===== config.mk =====
export PLATFORM = sky130hd
export DESIGN_NAME = altcmp_pwm
export DESIGN_NICKNAME = d
export VERILOG_FILES = /design/src/rtl/altcmp_pkg.sv /design/src/rtl/altcmp_ctrl.sv /design/src/rtl/altcmp_cmp_bank.sv /design/src/rtl/altcmp_core.sv /design/src/rtl/altcmp_pwm.sv
export SDC_FILE = /design/constraint.sdc
export NUM_CORES = 1
export LEC_CHECK = 0
export BUFFER_PORTS_ARGS = -buffer_cell sky130_fd_sc_hd__buf_2
export CAP_MARGIN = 20
export CORE_UTILIZATION = 54
export DETAILED_ROUTE_END_ITERATION = 6
export GPL_TIMING_DRIVEN = 0
export PLACE_DENSITY = 0.72
export SETUP_SLACK_MARGIN = 0.1
export SYNTH_ARGS = -nofsm -noshare
export SYNTH_HDL_FRONTEND = slang
export SYNTH_SLANG_ARGS = --single-unit
export TNS_END_PERCENT = 50

===== constraint.sdc =====
create_clock -name clk_i -period 2.65 [get_ports clk_i]
set_input_delay 0.53 -clock clk_i [delete_from_list [all_inputs] [get_ports clk_i]]
set_output_delay 0.53 -clock clk_i [all_outputs]
set_load 0.02 [all_outputs]

===== src/rtl/altcmp_pkg.sv =====
package altcmp_pkg;
  localparam int unsigned ADDR_W = 3;

  typedef enum logic [ADDR_W-1:0] {
    REG_CTRL  = 3'd0,
    REG_CMP1  = 3'd1,
    REG_CMP2  = 3'd2,
    REG_PRE1  = 3'd3,
    REG_PRE2  = 3'd4,
    REG_FLAGS = 3'd5
  } reg_addr_e;

  localparam int B_RUN    = 0;
  localparam int B_DOWN   = 1;
  localparam int B_REINIT = 2;
  localparam int B_POL    = 3;
  localparam int B_OEN    = 4;
  localparam int B_FORCE  = 5;
  localparam int B_IE1    = 8;
  localparam int B_IEOV   = 10;

  localparam int F_C1 = 0;
  localparam int F_C2 = 1;
  localparam int F_OV = 2;

  typedef struct packed {
    logic       run;
    logic       down;
    logic       reinit;
    logic       pol;
    logic       oen;
    logic [2:0] ie;
  } ctrl_t;
endpackage


===== src/rtl/altcmp_ctrl.sv =====
module altcmp_ctrl
  import altcmp_pkg::*;
#(
  parameter int unsigned CNT_W = 16
) (
  input  logic             clk_i,
  input  logic             rst_ni,
  input  logic             wr_en_i,
  input  logic [ADDR_W-1:0] wr_addr_i,
  input  logic [CNT_W-1:0] wr_data_i,
  output ctrl_t            ctrl_o,
  output logic             start_o,
  output logic             start_sel_o,
  output logic             force_o,
  output logic [2:0]       clr_o
);
  ctrl_t ctrl_q;
  logic  wr_ctrl;

  assign wr_ctrl = wr_en_i && (wr_addr_i == REG_CTRL);

  always_ff @(posedge clk_i or negedge rst_ni) begin
    if (!rst_ni) begin
      ctrl_q <= '0;
    end else if (wr_ctrl) begin
      ctrl_q.run    <= wr_data_i[B_RUN];
      ctrl_q.down   <= wr_data_i[B_DOWN];
      ctrl_q.reinit <= wr_data_i[B_REINIT];
      ctrl_q.pol    <= wr_data_i[B_POL];
      ctrl_q.oen    <= wr_data_i[B_OEN];
      ctrl_q.ie     <= wr_data_i[B_IEOV:B_IE1];
    end
  end

  assign ctrl_o      = ctrl_q;
  // start only on a 0->1 transition of run
  assign start_o     = wr_ctrl && wr_data_i[B_RUN] && !ctrl_q.run;
  assign start_sel_o = wr_data_i[B_DOWN];
  assign force_o     = wr_ctrl && wr_data_i[B_FORCE];
  assign clr_o       = (wr_en_i && (wr_addr_i == REG_FLAGS)) ? wr_data_i[2:0] : 3'b000;
endmodule


===== src/rtl/altcmp_cmp_bank.sv =====
module altcmp_cmp_bank
  import altcmp_pkg::*;
#(
  parameter int unsigned CNT_W = 16
) (
  input  logic                  clk_i,
  input  logic                  rst_ni,
  input  logic                  wr_en_i,
  input  logic [ADDR_W-1:0]     wr_addr_i,
  input  logic [CNT_W-1:0]      wr_data_i,
  input  logic [1:0]            hit_i,
  output logic [1:0][CNT_W-1:0] cmp_o
);
  for (genvar i = 0; i < 2; i++) begin : g_slot
    localparam logic [ADDR_W-1:0] A_CMP = ADDR_W'(int'(REG_CMP1) + i);
    localparam logic [ADDR_W-1:0] A_PRE = ADDR_W'(int'(REG_PRE1) + i);

    logic [CNT_W-1:0] cmp_r;
    logic [CNT_W-1:0] pre_r;

    always_ff @(posedge clk_i or negedge rst_ni) begin
      if (!rst_ni) begin
        pre_r <= '0;
      end else if (wr_en_i && (wr_addr_i == A_PRE)) begin
        pre_r <= wr_data_i;
      end
    end

    // bus write wins over the cross-triggered preload transfer
    always_ff @(posedge clk_i or negedge rst_ni) begin
      if (!rst_ni) begin
        cmp_r <= '0;
      end else if (wr_en_i && (wr_addr_i == A_CMP)) begin
        cmp_r <= wr_data_i;
      end else if (hit_i[1-i]) begin
        cmp_r <= pre_r;
      end
    end

    assign cmp_o[i] = cmp_r;
  end
endmodule


===== src/rtl/altcmp_core.sv =====
module altcmp_core
  import altcmp_pkg::*;
#(
  parameter int unsigned CNT_W = 16
) (
  input  logic                  clk_i,
  input  logic                  rst_ni,
  input  logic                  tick_i,
  input  ctrl_t                 ctrl_i,
  input  logic                  start_i,
  input  logic                  start_sel_i,
  input  logic                  force_i,
  input  logic [2:0]            clr_i,
  input  logic [1:0][CNT_W-1:0] cmp_i,
  output logic [1:0]            hit_o,
  output logic                  out_flag_o,
  output logic [2:0]            flags_o
);
  localparam logic [CNT_W-1:0] MAX_V = '1;

  logic [CNT_W-1:0] cnt_q, cnt_nxt, active;
  logic             sel_q, out_q;
  logic [2:0]       flags_q;
  logic             step, hit, bound, wrap;

  assign active  = cmp_i[sel_q];
  assign step    = ctrl_i.run && tick_i && !start_i;
  assign hit     = step && (cnt_q == active);
  assign bound   = ctrl_i.down ? (cnt_q == '0) : (cnt_q == MAX_V);
  assign wrap    = step && bound && !(hit && ctrl_i.reinit);
  assign cnt_nxt = ctrl_i.down ? cnt_q - 1'b1 : cnt_q + 1'b1;

  always_ff @(posedge clk_i or negedge rst_ni) begin
    if (!rst_ni) begin
      cnt_q <= '0;
      sel_q <= 1'b0;
    end else if (start_i) begin
      cnt_q <= '0;
      sel_q <= start_sel_i;
    end else if (step) begin
      cnt_q <= (hit && ctrl_i.reinit) ? '0 : cnt_nxt;
      if (hit) sel_q <= ~sel_q;
    end
  end

  always_ff @(posedge clk_i or negedge rst_ni) begin
    if (!rst_ni)      out_q <= 1'b0;
    else if (force_i) out_q <= 1'b0;
    else if (hit)     out_q <= ~out_q;
  end

  // set beats clear in the same cycle
  always_ff @(posedge clk_i or negedge rst_ni) begin
    if (!rst_ni) flags_q <= '0;
    else         flags_q <= (flags_q & ~clr_i) | {wrap, hit && sel_q, hit && !sel_q};
  end

  assign hit_o      = {hit && sel_q, hit && !sel_q};
  assign out_flag_o = out_q;
  assign flags_o    = flags_q;
endmodule


===== src/rtl/altcmp_pwm.sv =====
module altcmp_pwm
  import altcmp_pkg::*;
#(
  parameter int unsigned CNT_W = 16
) (
  input  logic              clk_i,
  input  logic              rst_ni,
  input  logic              tick_i,
  input  logic              wr_en_i,
  input  logic [ADDR_W-1:0] wr_addr_i,
  input  logic [CNT_W-1:0]  wr_data_i,
  output logic              pwm_o,
  output logic              pwm_oe_o,
  output logic              cmp1_flag_o,
  output logic              cmp2_flag_o,
  output logic              ovf_flag_o,
  output logic              irq_o
);
  ctrl_t                 ctrl;
  logic                  start, start_sel, force_lo, out_flag;
  logic [2:0]            clr, flags;
  logic [1:0]            hit;
  logic [1:0][CNT_W-1:0] cmp;

  altcmp_ctrl #(.CNT_W(CNT_W)) u_ctrl (
    .clk_i      (clk_i),
    .rst_ni     (rst_ni),
    .wr_en_i    (wr_en_i),
    .wr_addr_i  (wr_addr_i),
    .wr_data_i  (wr_data_i),
    .ctrl_o     (ctrl),
    .start_o    (start),
    .start_sel_o(start_sel),
    .force_o    (force_lo),
    .clr_o      (clr)
  );

  altcmp_cmp_bank #(.CNT_W(CNT_W)) u_bank (
    .clk_i    (clk_i),
    .rst_ni   (rst_ni),
    .wr_en_i  (wr_en_i),
    .wr_addr_i(wr_addr_i),
    .wr_data_i(wr_data_i),
    .hit_i    (hit),
    .cmp_o    (cmp)
  );

  altcmp_core #(.CNT_W(CNT_W)) u_core (
    .clk_i      (clk_i),
    .rst_ni     (rst_ni),
    .tick_i     (tick_i),
    .ctrl_i     (ctrl),
    .start_i    (start),
    .start_sel_i(start_sel),
    .force_i    (force_lo),
    .clr_i      (clr),
    .cmp_i      (cmp),
    .hit_o      (hit),
    .out_flag_o (out_flag),
    .flags_o    (flags)
  );

  assign pwm_o       = ctrl.oen && (out_flag ^ ctrl.pol);
  assign pwm_oe_o    = ctrl.oen;
  assign cmp1_flag_o = flags[F_C1];
  assign cmp2_flag_o = flags[F_C2];
  assign ovf_flag_o  = flags[F_OV];
  assign irq_o       = |(flags & ctrl.ie);
endmodule


==> impl_metrics.json, run 1 <==
{
  "power.density_nw_per_um2": 869.6,
  "fin_ws_ns": 0.09629,
  "syn_area_um2": 4922,
  "final_common_cell": "dfrtp_1",
  "setup_viol": 0,
  "worstMarginPinSlew_ns": 0.6930,
  "r2r_slack_ns": 0.1,
  "gp_congestion": 0.8507,
  "initial_core_util_pct": 56.17,
  "clk_latency_ns": 0.37,
  "dp_slack_ns": -0.4228,
  "drcViolationCount": 0,
  "ant_nets": 0,
  "hold_path_class": "in2async",
  "ir_drop_uv": 370.8,
  "grt_pass1_vias": 3691,
  "rows": 34,
  "cts_max_level": 3,
  "wl_per_cell_um": 18.74,
  "fmax_mhz": 391.6,
  "rsz0062_at_grt": "true",
  "end_kind": "register",
  "grt_max_degree": 70,
  "synthTopCellsByArea": "dfrtp_1 47%, mux2i_1 10%, mux2_2 8.7%",
  "crit_fanout": 5,
  "numCtsBuffers": 9,
  "cts_tree": "built",
  "layout_common_cells": "92 x dfrtp_1, 62 x nand2_1, 38 x mux2_2",
  "vias_per_cell": 5.919,
  "io-pin-count": 29,
  "io_buffers": 28,
  "finalMaxSlewViolations": 0,
  "status": "finished, final reports clean",
  "finalNonFillerCells": 632,
  "wirelength_mm": 11.84,
  "drt-initial-drc-count": 152,
  "placed_cell_area_um2": 5228,
  "syn_to_final_growth_pct": 18.76,
  "synth.distinct_cells": 47,
  "skew_ns": 0.01560,
  "slew_headroom_pct": 53.80,
  "drive_above_1_share_pct": 26.91,
  "dieArea_um2": 9501,
  "avgSynthCellArea_um2": 10.79,
  "antenna_cells": 0,
  "crit_path_start_kind": "register",
  "post-route-period-util_pct": 96.37,
  "dp.cells": 593,
  "syn_inst": 456,
  "core_um2": 8763,
  "hold_viol": 0,
  "crit_type": "reg2reg",
  "yosysTopAreaCell": "dfrtp_1",
  "hold_ws_ns": 0.06518,
  "power.leakage_uw": 0.002608,
  "yosys_register_bits": 93,
  "grt-ovfl-total": 0,
  "dieHeight_um": 97.48,
  "yosys_warnings": 0,
  "clkTransAtPathRegs_ns": 0.10,
  "postLayoutCellArea_um2": 5846,
  "required_ns": 2.88,
  "cts_buffer_depth": 2,
  "cts-root-buf": "clkbuf_8",
  "grt_pass1_wl_mm": 18.88,
  "nets": 557,
  "ys_seq_area_share_pct": 47.28,
  "post-route-util_pct": 66.70,
  "dp_hpwl_mm": 7.811,
  "cap_violations": 0,
  "grt_usage_pct": 25.14,
  "fin_crit_ns": 2.554,
  "drt_pass1_iterations": 4,
  "arrival_ns": 2.78,
  "antenna_found_initial": 0,
  "synth_nets": 494,
  "die_w_um": 97.48,
  "clock_sinks": 93,
  "yosysTopAreaCellShare_pct": 47.28,
  "vias": 3741
}
## report_power, final
group	leakage, uW	internal, uW	switching, uW
clock	0.0000793	347	530
combinational	0.00139	980	1070
sequential	0.00114	1770	385
## critical path, cell delays in order, from the launching register on
cell	delay (ns)
dfrtp_1	0.39
buf_8	0.14
buf_12	0.14
mux2i_2	0.23
xor2_1	0.20
nand4_1	0.16
nor4_4	0.37
nor2b_4	0.22
buf_8	0.14
buf_12	0.12
mux2i_2	0.21
o21ai_1	0.08
## synthesized netlist by cell type (all sizes together)
library cell and instances:
dfrtp 93, nand2 63, o21ai 55, mux2i 49
mux2 38, xor2 20, a21oi 14, ha 14
clkbuf 13, nand4 9, xnor2 9, nand2b 7
nor2 7, a21o 6, inv 6, buf 5
nand3 5, nor4 5, a22o 4, nor3 4
o211ai 4, a211o 2, a211oi 2, a31o 2
nand3b 2, o21a 2, a222oi 1, a31oi 1
a32oi 1, and2 1, and3 1, and4 1
fa 1, nand4b 1, nor2b 1, nor3b 1
o2111a 1, o211a 1, o21bai 1, o32ai 1
o41ai 1, or3 1
## sequential cells by signal, indices dropped and copies added (netlist names)
name,cells
u_ctrl.ctrl_o,8
u_core.out_flag_o,1
u_bank.g_slot.pre_r,32
u_core.flags_o,3
u_core.cnt_q,16
u_core.sel_q,1
u_bank.g_slot.cmp_r,32
## metrics by stage
step / TNS, ns / total power [uW]
2_1_floorplan: 0 / 3513
3_3_place_gp: -7.813 / 3908
3_5_place_dp: -9.216 / 3990
4_1_cts: 0 / 4924
5_1_grt: -0.2830 / 5433
6_report: 0 / 5083
## logic make-up after synthesis
| kind of cell | after synthesis | share of synthesized area, % |
|---|---|---|
| multiplexers | 87 | 18.66 |
| AND/OR/NAND/NOR | 109 | 10.60 |
| buffers and inverters | 24 | 2.313 |
| adder cells (fa/ha/maj) | 15 | 3.965 |
| AO/OA/AOI/OAI | 99 | 12.02 |
| XOR/XNOR | 29 | 5.160 |
| flip-flops | 93 | 47.28 |
## routing by layer
metal	track usage (%)	vias up	routed length, um
met5	0	-	0
met4	7.466	0	122
met2	40.40	99	5819
met3	3.309	10	609
li1	-	1764	-
met1	35.74	1868	5290
## area by class of cell
type / instances / area [um2]
inverter: 6 / 22.52
buffer: 18 / 148.9
clock inverter: 6 / 45.04
timing repair buffer: 52 / 405.4
sequential: 93 / 2331
fill: 661 / 2918
tap: 108 / 135.1
clock buffer: 10 / 127.6
multi-input combinational: 339 / 2630
## path summary, 6_finish.rpt
| path | start | endpoint | cells after the start |
|---|---|---|---|
| max | u_core.sel_q | u_bank.g_slot[1].cmp_r[8] | 11 |
| min | rst_ni | u_bank.g_slot[1].pre_r[4] | 1 |
| max reg2reg | u_core.sel_q | u_bank.g_slot[1].cmp_r[8] | 11 |
| min reg2reg | u_bank.g_slot[0].pre_r[9] | u_bank.g_slot[0].pre_r[9] | 1 |
| max in group asynchronous | rst_ni | u_bank.g_slot[1].pre_r[8] | 2 |
| min in group clk_i | wr_data_i[5] | u_core.out_flag_o | 2 |
## repair_timing
item                                   CTS  global route
pin swaps                                2             5
endpoints found under the hold margin    0             0
gates cloned                             0             2
gates resized for setup                 21            52
setup endpoints to repair               50            43
buffers inserted                        12             9
hold buffers                             0             0
Note: power is estimated with default switching activity, not from simulation.
==> run 2, diff against run 1 <==
Settings changed: CTS_BUF_LIST from default to sky130_fd_sc_hd__clkbuf_4 sky130_fd_sc_hd__clkbuf_8 sky130_fd_sc_hd__clkbuf_16, GPL_ROUTABILITY_DRIVEN from default to 0, HOLD_SLACK_MARGIN from default to 0.02.
==> impl_metrics.json, run 2 (synthesis gave the netlist of run 1 again) <==
{
  "antenna_found_initial": 0,
  "post-route-period-util_pct": 97.36,
  "clk_latency_ns": 0.36,
  "drcViolationCount": 0,
  "nets": 556,
  "grt_usage_pct": 24.95,
  "vias": 3747,
  "arrival_ns": 2.80,
  "ir_drop_uv": 365.6,
  "final_common_cell": "dfrtp_1",
  "cts_hold_buffers": 0,
  "syn_to_final_growth_pct": 18.38,
  "wl_per_cell_um": 18.87,
  "drt_pass1_iterations": 6,
  "reg_top3": "u_bank.g_slot.cmp_r: 32 flops, u_bank.g_slot.pre_r: 32 flops, u_core.cnt_q: 16 flops",
  "fin_tns_setup_ns": 0,
  "crit_path_start_kind": "register",
  "wirelength_mm": 11.91,
  "cts_tree": "built",
  "dieArea_um2": 9501,
  "hold_path_class": "in2async",
  "setup_viol": 0,
  "layout_common_cells": "92 x dfrtp_1, 62 x nand2_1, 38 x mux2_2",
  "dieHeight_um": 97.48,
  "required_ns": 2.87,
  "grt_pass1_vias": 3662,
  "dp_slack_ns": -0.4228,
  "io-pin-count": 29,
  "grt_pass1_wl_mm": 18.71,
  "fmax_mhz": 387.6,
  "hold_ws_ns": 0.07316,
  "finalMaxSlewViolations": 0,
  "worstMarginPinSlew_ns": 0.6903,
  "core_um2": 8763,
  "hold_viol": 0,
  "power.leakage_uw": 0.002600,
  "numCtsBuffers": 9,
  "crit_fanout": 5,
  "rsz0062_at_grt": "true",
  "antenna_cells": 0,
  "cap_violations": 0,
  "initial_core_util_pct": 56.17,
  "cts-root-buf": "clkbuf_8",
  "fin_crit_ns": 2.580,
  "vias_per_cell": 5.938,
  "crit_type": "reg2reg",
  "drt-initial-drc-count": 207,
  "finalPower_uw": 5087,
  "ant_nets": 0,
  "rows": 34,
  "cts_buffer_depth": 2,
  "cts_max_level": 3,
  "power.density_nw_per_um2": 873.1,
  "fin_ws_ns": 0.06993,
  "clkTransAtPathRegs_ns": 0.10,
  "dp_hpwl_mm": 7.811,
  "die_w_um": 97.48,
  "fillers": 665,
  "status": "finished, final reports clean",
  "slew_headroom_pct": 53.81,
  "end_kind": "register",
  "grt-ovfl-total": 0,
  "drive_above_1_share_pct": 26.58,
  "skew_ns": 0.01346,
  "clock_sinks": 93,
  "io_buffers": 28,
  "grt_max_degree": 70
}
[run 2: worst paths after layout]
path / startpoint / to / slack (ns) / cells past startpoint
max: u_core.sel_q / u_bank.g_slot[1].cmp_r[8] / 0.07 / 11
min: rst_ni / u_core.cnt_q[0] / 0.07 / 1
max reg2reg: u_core.sel_q / u_bank.g_slot[1].cmp_r[8] / 0.07 / 11
min reg2reg: u_bank.g_slot[0].pre_r[12] / u_bank.g_slot[0].pre_r[12] / 0.52 / 1
max in group asynchronous: rst_ni / u_bank.g_slot[1].pre_r[8] / 1.93 / 2
min in group clk_i: wr_data_i[5] / u_core.out_flag_o / 0.39 / 2
[run 2: routing by layer]
layer	global-route usage, %	vias to the layer above	part of all wire (%)
met3	3.165	9	5.5
met5	0	-	0
li1	-	1757	-
met1	35.67	1870	44
met4	7.805	0	0.94
met2	39.75	111	50
[run 2: layout make-up]
type | instances | area, um2 | area share, %
buffer | 18 | 148.9 | 2.555
clock buffer | 10 | 131.4 | 2.255
clock inverter | 6 | 45.04 | 0.7730
inverter | 6 | 22.52 | 0.3865
multi-input combinational | 339 | 2623 | 45.01
sequential | 93 | 2331 | 40.00
tap | 108 | 135.1 | 2.319
timing repair buffer | 51 | 390.4 | 6.700
[run 2: stage by stage]
step / cell area, um2 / utilization (%) / instances
after global placement: 5197 / 59.31 / 592
final: 5827 / 66.49 / 631
after detailed placement: 5228 / 59.65 / 593
after global routing: 5827 / 66.49 / 631
after floorplan: 4922 / - / 456
after CTS: 5587 / 63.75 / 621
[run 2: critical path: stages (launching register included)]
cell and delay (ns):
dfrtp_1 0.39, buf_8 0.14, buf_12 0.14, mux2i_2 0.23
xor2_1 0.20, nand4_1 0.16, nor4_4 0.38, nor2b_4 0.24
buf_8 0.14, buf_12 0.13, mux2i_2 0.21, o21ai_1 0.08
[run 2: what timing repair did]
item | in CTS | in global routing
setup endpoints to repair | 50 | 45
gates resized for setup | 21 | 45
cloned | 0 | 2
setup buffers | 12 | 9
pin swaps | 2 | 6
[run 2: where the power goes]
part	switching, uW	leakage [uW]	internal (uW)	total, uW
Combinational	1070	0.00137	977	2040
Sequential	388	0.00114	1770	2160
Clock	526	0.0000827	357	883
Total	1980	0.00260	3110	5090
==> run 3, diff against run 2 <==
Settings changed: ABC_AREA from default to 1, CTS_CLUSTER_SIZE from default to 30, PLACE_DENSITY 0.72 to 0.74.
Clock period 2.65 ns to 2.1 ns, I/O delays scaled along.
==> impl_metrics.json, run 3 <==
{
  "use_met1_pct": 36.56,
  "cts_max_level": 3,
  "drt_pass1_iterations": 5,
  "crit_type": "reg2reg",
  "dieHeight_um": 103.9,
  "yosysTopAreaCell": "dfrtp_1",
  "synthTopCellsByArea": "dfrtp_1 41%, nand2_1 22%, o21ai_0 7.4%",
  "cts-root-buf": "clkbuf_8",
  "yosys-top-cells-count": "336 x nand2_1, 93 x dfrtp_1, 83 x o21ai_0",
  "placed_cell_area_um2": 5949,
  "grtUsageMet2_pct": 52.81,
  "antenna_found_initial": 0,
  "required_ns": 2.38,
  "skew_ns": 0.01172,
  "drt-initial-drc-count": 496,
  "io-pin-count": 29,
  "yosysTopAreaCellShare_pct": 41.47,
  "rsz0062_at_grt": "true",
  "power.leakage_uw": 0.003521,
  "hold_path_class": "in2reg",
  "fin_ws_ns": 0.02828,
  "layout_common_cells": "310 x nand2_1, 91 x dfrtp_1, 80 x o21ai_0",
  "yosys_register_bits": 93,
  "arrival_ns": 2.35,
  "synth_flop_cell": "dfrtp_1",
  "yosys.cell_count.top_type": "nand2_1",
  "dp.cells": 957,
  "fin_crit_ns": 2.072,
  "slowest_delay_ns": 0.39,
  "dieArea_um2": 10800,
  "syn_to_final_growth_pct": 19.40,
  "synth_edf_count": 0,
  "synth_nets": 833,
  "grt_pass1_wl_mm": 25.98,
  "ant_nets": 0,
  "wirelength_mm": 16.23,
  "core_um2": 9910,
  "hold_viol": 0,
  "cap_violations": 0,
  "crit_path_start_kind": "register",
  "grt-ovfl-total": 0,
  "drive_above_1_share_pct": 17.82,
  "nets": 897,
  "postLayoutCellArea_um2": 6700,
  "synth-async-reset-ratio_pct": 100.0,
  "rows": 36,
  "grt_use_met3_pct": 5.013,
  "cts_buffer_depth": 2,
  "grt_usage_pct": 30.16,
  "ys_seq_area_share_pct": 41.47,
  "crit_top_cell": "nand2_1",
  "fmax_mhz": 482.7,
  "avgSynthCellArea_um2": 7.059,
  "syn_area_um2": 5612,
  "setup_viol": 0,
  "clk_latency_ns": 0.38,
  "wl_per_cell_um": 16.28,
  "status": "finished, final reports clean",
  "antenna_cells": 0,
  "numCtsBuffers": 9,
  "dp_slack_ns": -0.2657,
  "vias_per_cell": 5.668,
  "dp_hpwl_mm": 11.18,
  "worstPathCellList": "buf_6 > buf_6 > nand2_1 > nand2_1 > nand2_1 > nand2_2 > nor2_2 > nand2_2 > nor2_4 > buf_4 > nand4_4 > buf_4 > nand3b_1 > nand2_1",
  "post-route-period-util_pct": 98.65,
  "finalMaxSlewViolations": 0,
  "grt-busiest-layer": "met2",
  "yosys_warnings": 0,
  "end_kind": "register",
  "syn_inst": 795,
  "crit_start": "u_core.sel_q",
  "min_from": "wr_data_i[5]",
  "fillers": 812,
  "slowest_stage": "dfrtp_1",
  "slew_headroom_pct": 66.16,
  "die_w_um": 103.9,
  "cts_tree": "built",
  "final_common_cell": "nand2_1",
  "io_buffers": 28,
  "reg_top3": "u_bank.g_slot.cmp_r: 32 flops, u_bank.g_slot.pre_r: 32 flops, u_core.cnt_q: 16 flops",
  "drcViolationCount": 0,
  "ir_drop_uv": 480.7,
  "grt_pass1_vias": 5404,
  "rr_startpoint": "u_core.sel_q",
  "cpLargestDelayFamily": "simple AND/OR/NAND/NOR gates",
  "initial_core_util_pct": 56.63,
  "power.density_nw_per_um2": 1221,
  "worstMarginPinSlew_ns": 0.5076,
  "vias": 5651,
  "critical_path_buf_inv_count": 4,
  "clkTransAtPathRegs_ns": 0.10,
  "grt_max_degree": 62,
  "clock_sinks": 93,
  "synth.distinct_cells": 33,
  "crit_fanout": 6,
  "fin_tns_setup_ns": 0,
  "finalNonFillerCells": 997
}
[run 3: layout make-up]
type                    instances  area, um2  share of cell area, %
multi-input cells             616       3203                  47.81
flip-flops and latches         93       2332                  34.81
repair buffers                 53      411.6                  6.144
inverters                      58      225.2                  3.361
plain buffers                  28      178.9                  2.670
well taps                     133      166.4                  2.484
clock buffers                   9      123.9                  1.849
clock inverters                 7      58.81                 0.8777
[run 3: cell families after synthesis]
logic type / after synthesis / share of synthesized area (%)
AOI/OAI and AO/OA: 100 / 9.097
xor gates and xnor gates: 8 / 1.249
and+or+nand+nor: 493 / 38.13
DFF: 93 / 41.47
buffers and inverters: 86 / 6.577
adders and majority gates: 15 / 3.478
[run 3: power breakdown]
part           internal, uW  switching (uW)  leakage, uW  total, uW
registers              2260             559      0.00119       2820
clock network           444             711    0.0000800       1150
logic                  1720            2480      0.00225       4200
[run 3: worst paths after layout]
check                      cells past startpoint                    endpoint  slack (ns)
hold / removal                                 4           u_core.out_flag_o        0.32
min in group asynchronous                      2             u_core.cnt_q[6]        0.52
setup / recovery                              14            u_core.cnt_q[10]        0.03
setup reg to reg                              14            u_core.cnt_q[10]        0.03
hold reg to reg                                2            u_ctrl.ctrl_o[2]        0.49
max in group asynchronous                      3  u_bank.g_slot[1].pre_r[14]        0.91
[run 3: through the flow]
step           power (uW)  hold slack, ns  util [%]
5_1_grt              8746          0.3391     67.61
2_1_floorplan        5249          0.1244         -
3_3_place_gp         5970          0.4671     59.73
4_1_cts              7729          0.3229     65.42
6_report             8179          0.3239     67.61
3_5_place_dp         6109          0.4127     60.04
[run 3: worst reg2reg max path, delay by kind of cell (launching register included)]
family                 cells  cell delay (ns)
buffers and inverters      4             0.61
and+or+nand+nor           10             0.97
DFF                        1             0.39
[run 3: per-layer routing]
layer	part of all wire [%]	vias to the layer above	routed length (um)
met4	2.9	0	468
met5	0	-	0
met1	42	2684	6814
met2	50	228	8064
met3	5.4	43	880
li1	-	2696	-
[run 3: timing repair]
item / 4_1_cts / 5_1_grt
pin swaps: 9 / 12
gates cloned: 3 / 1
setup endpoints to repair: 39 / 52
hold endpoints to repair: 32 / 0
resized for setup: 41 / 49
buffers inserted: 14 / 5
hold buffers: 1 / 0
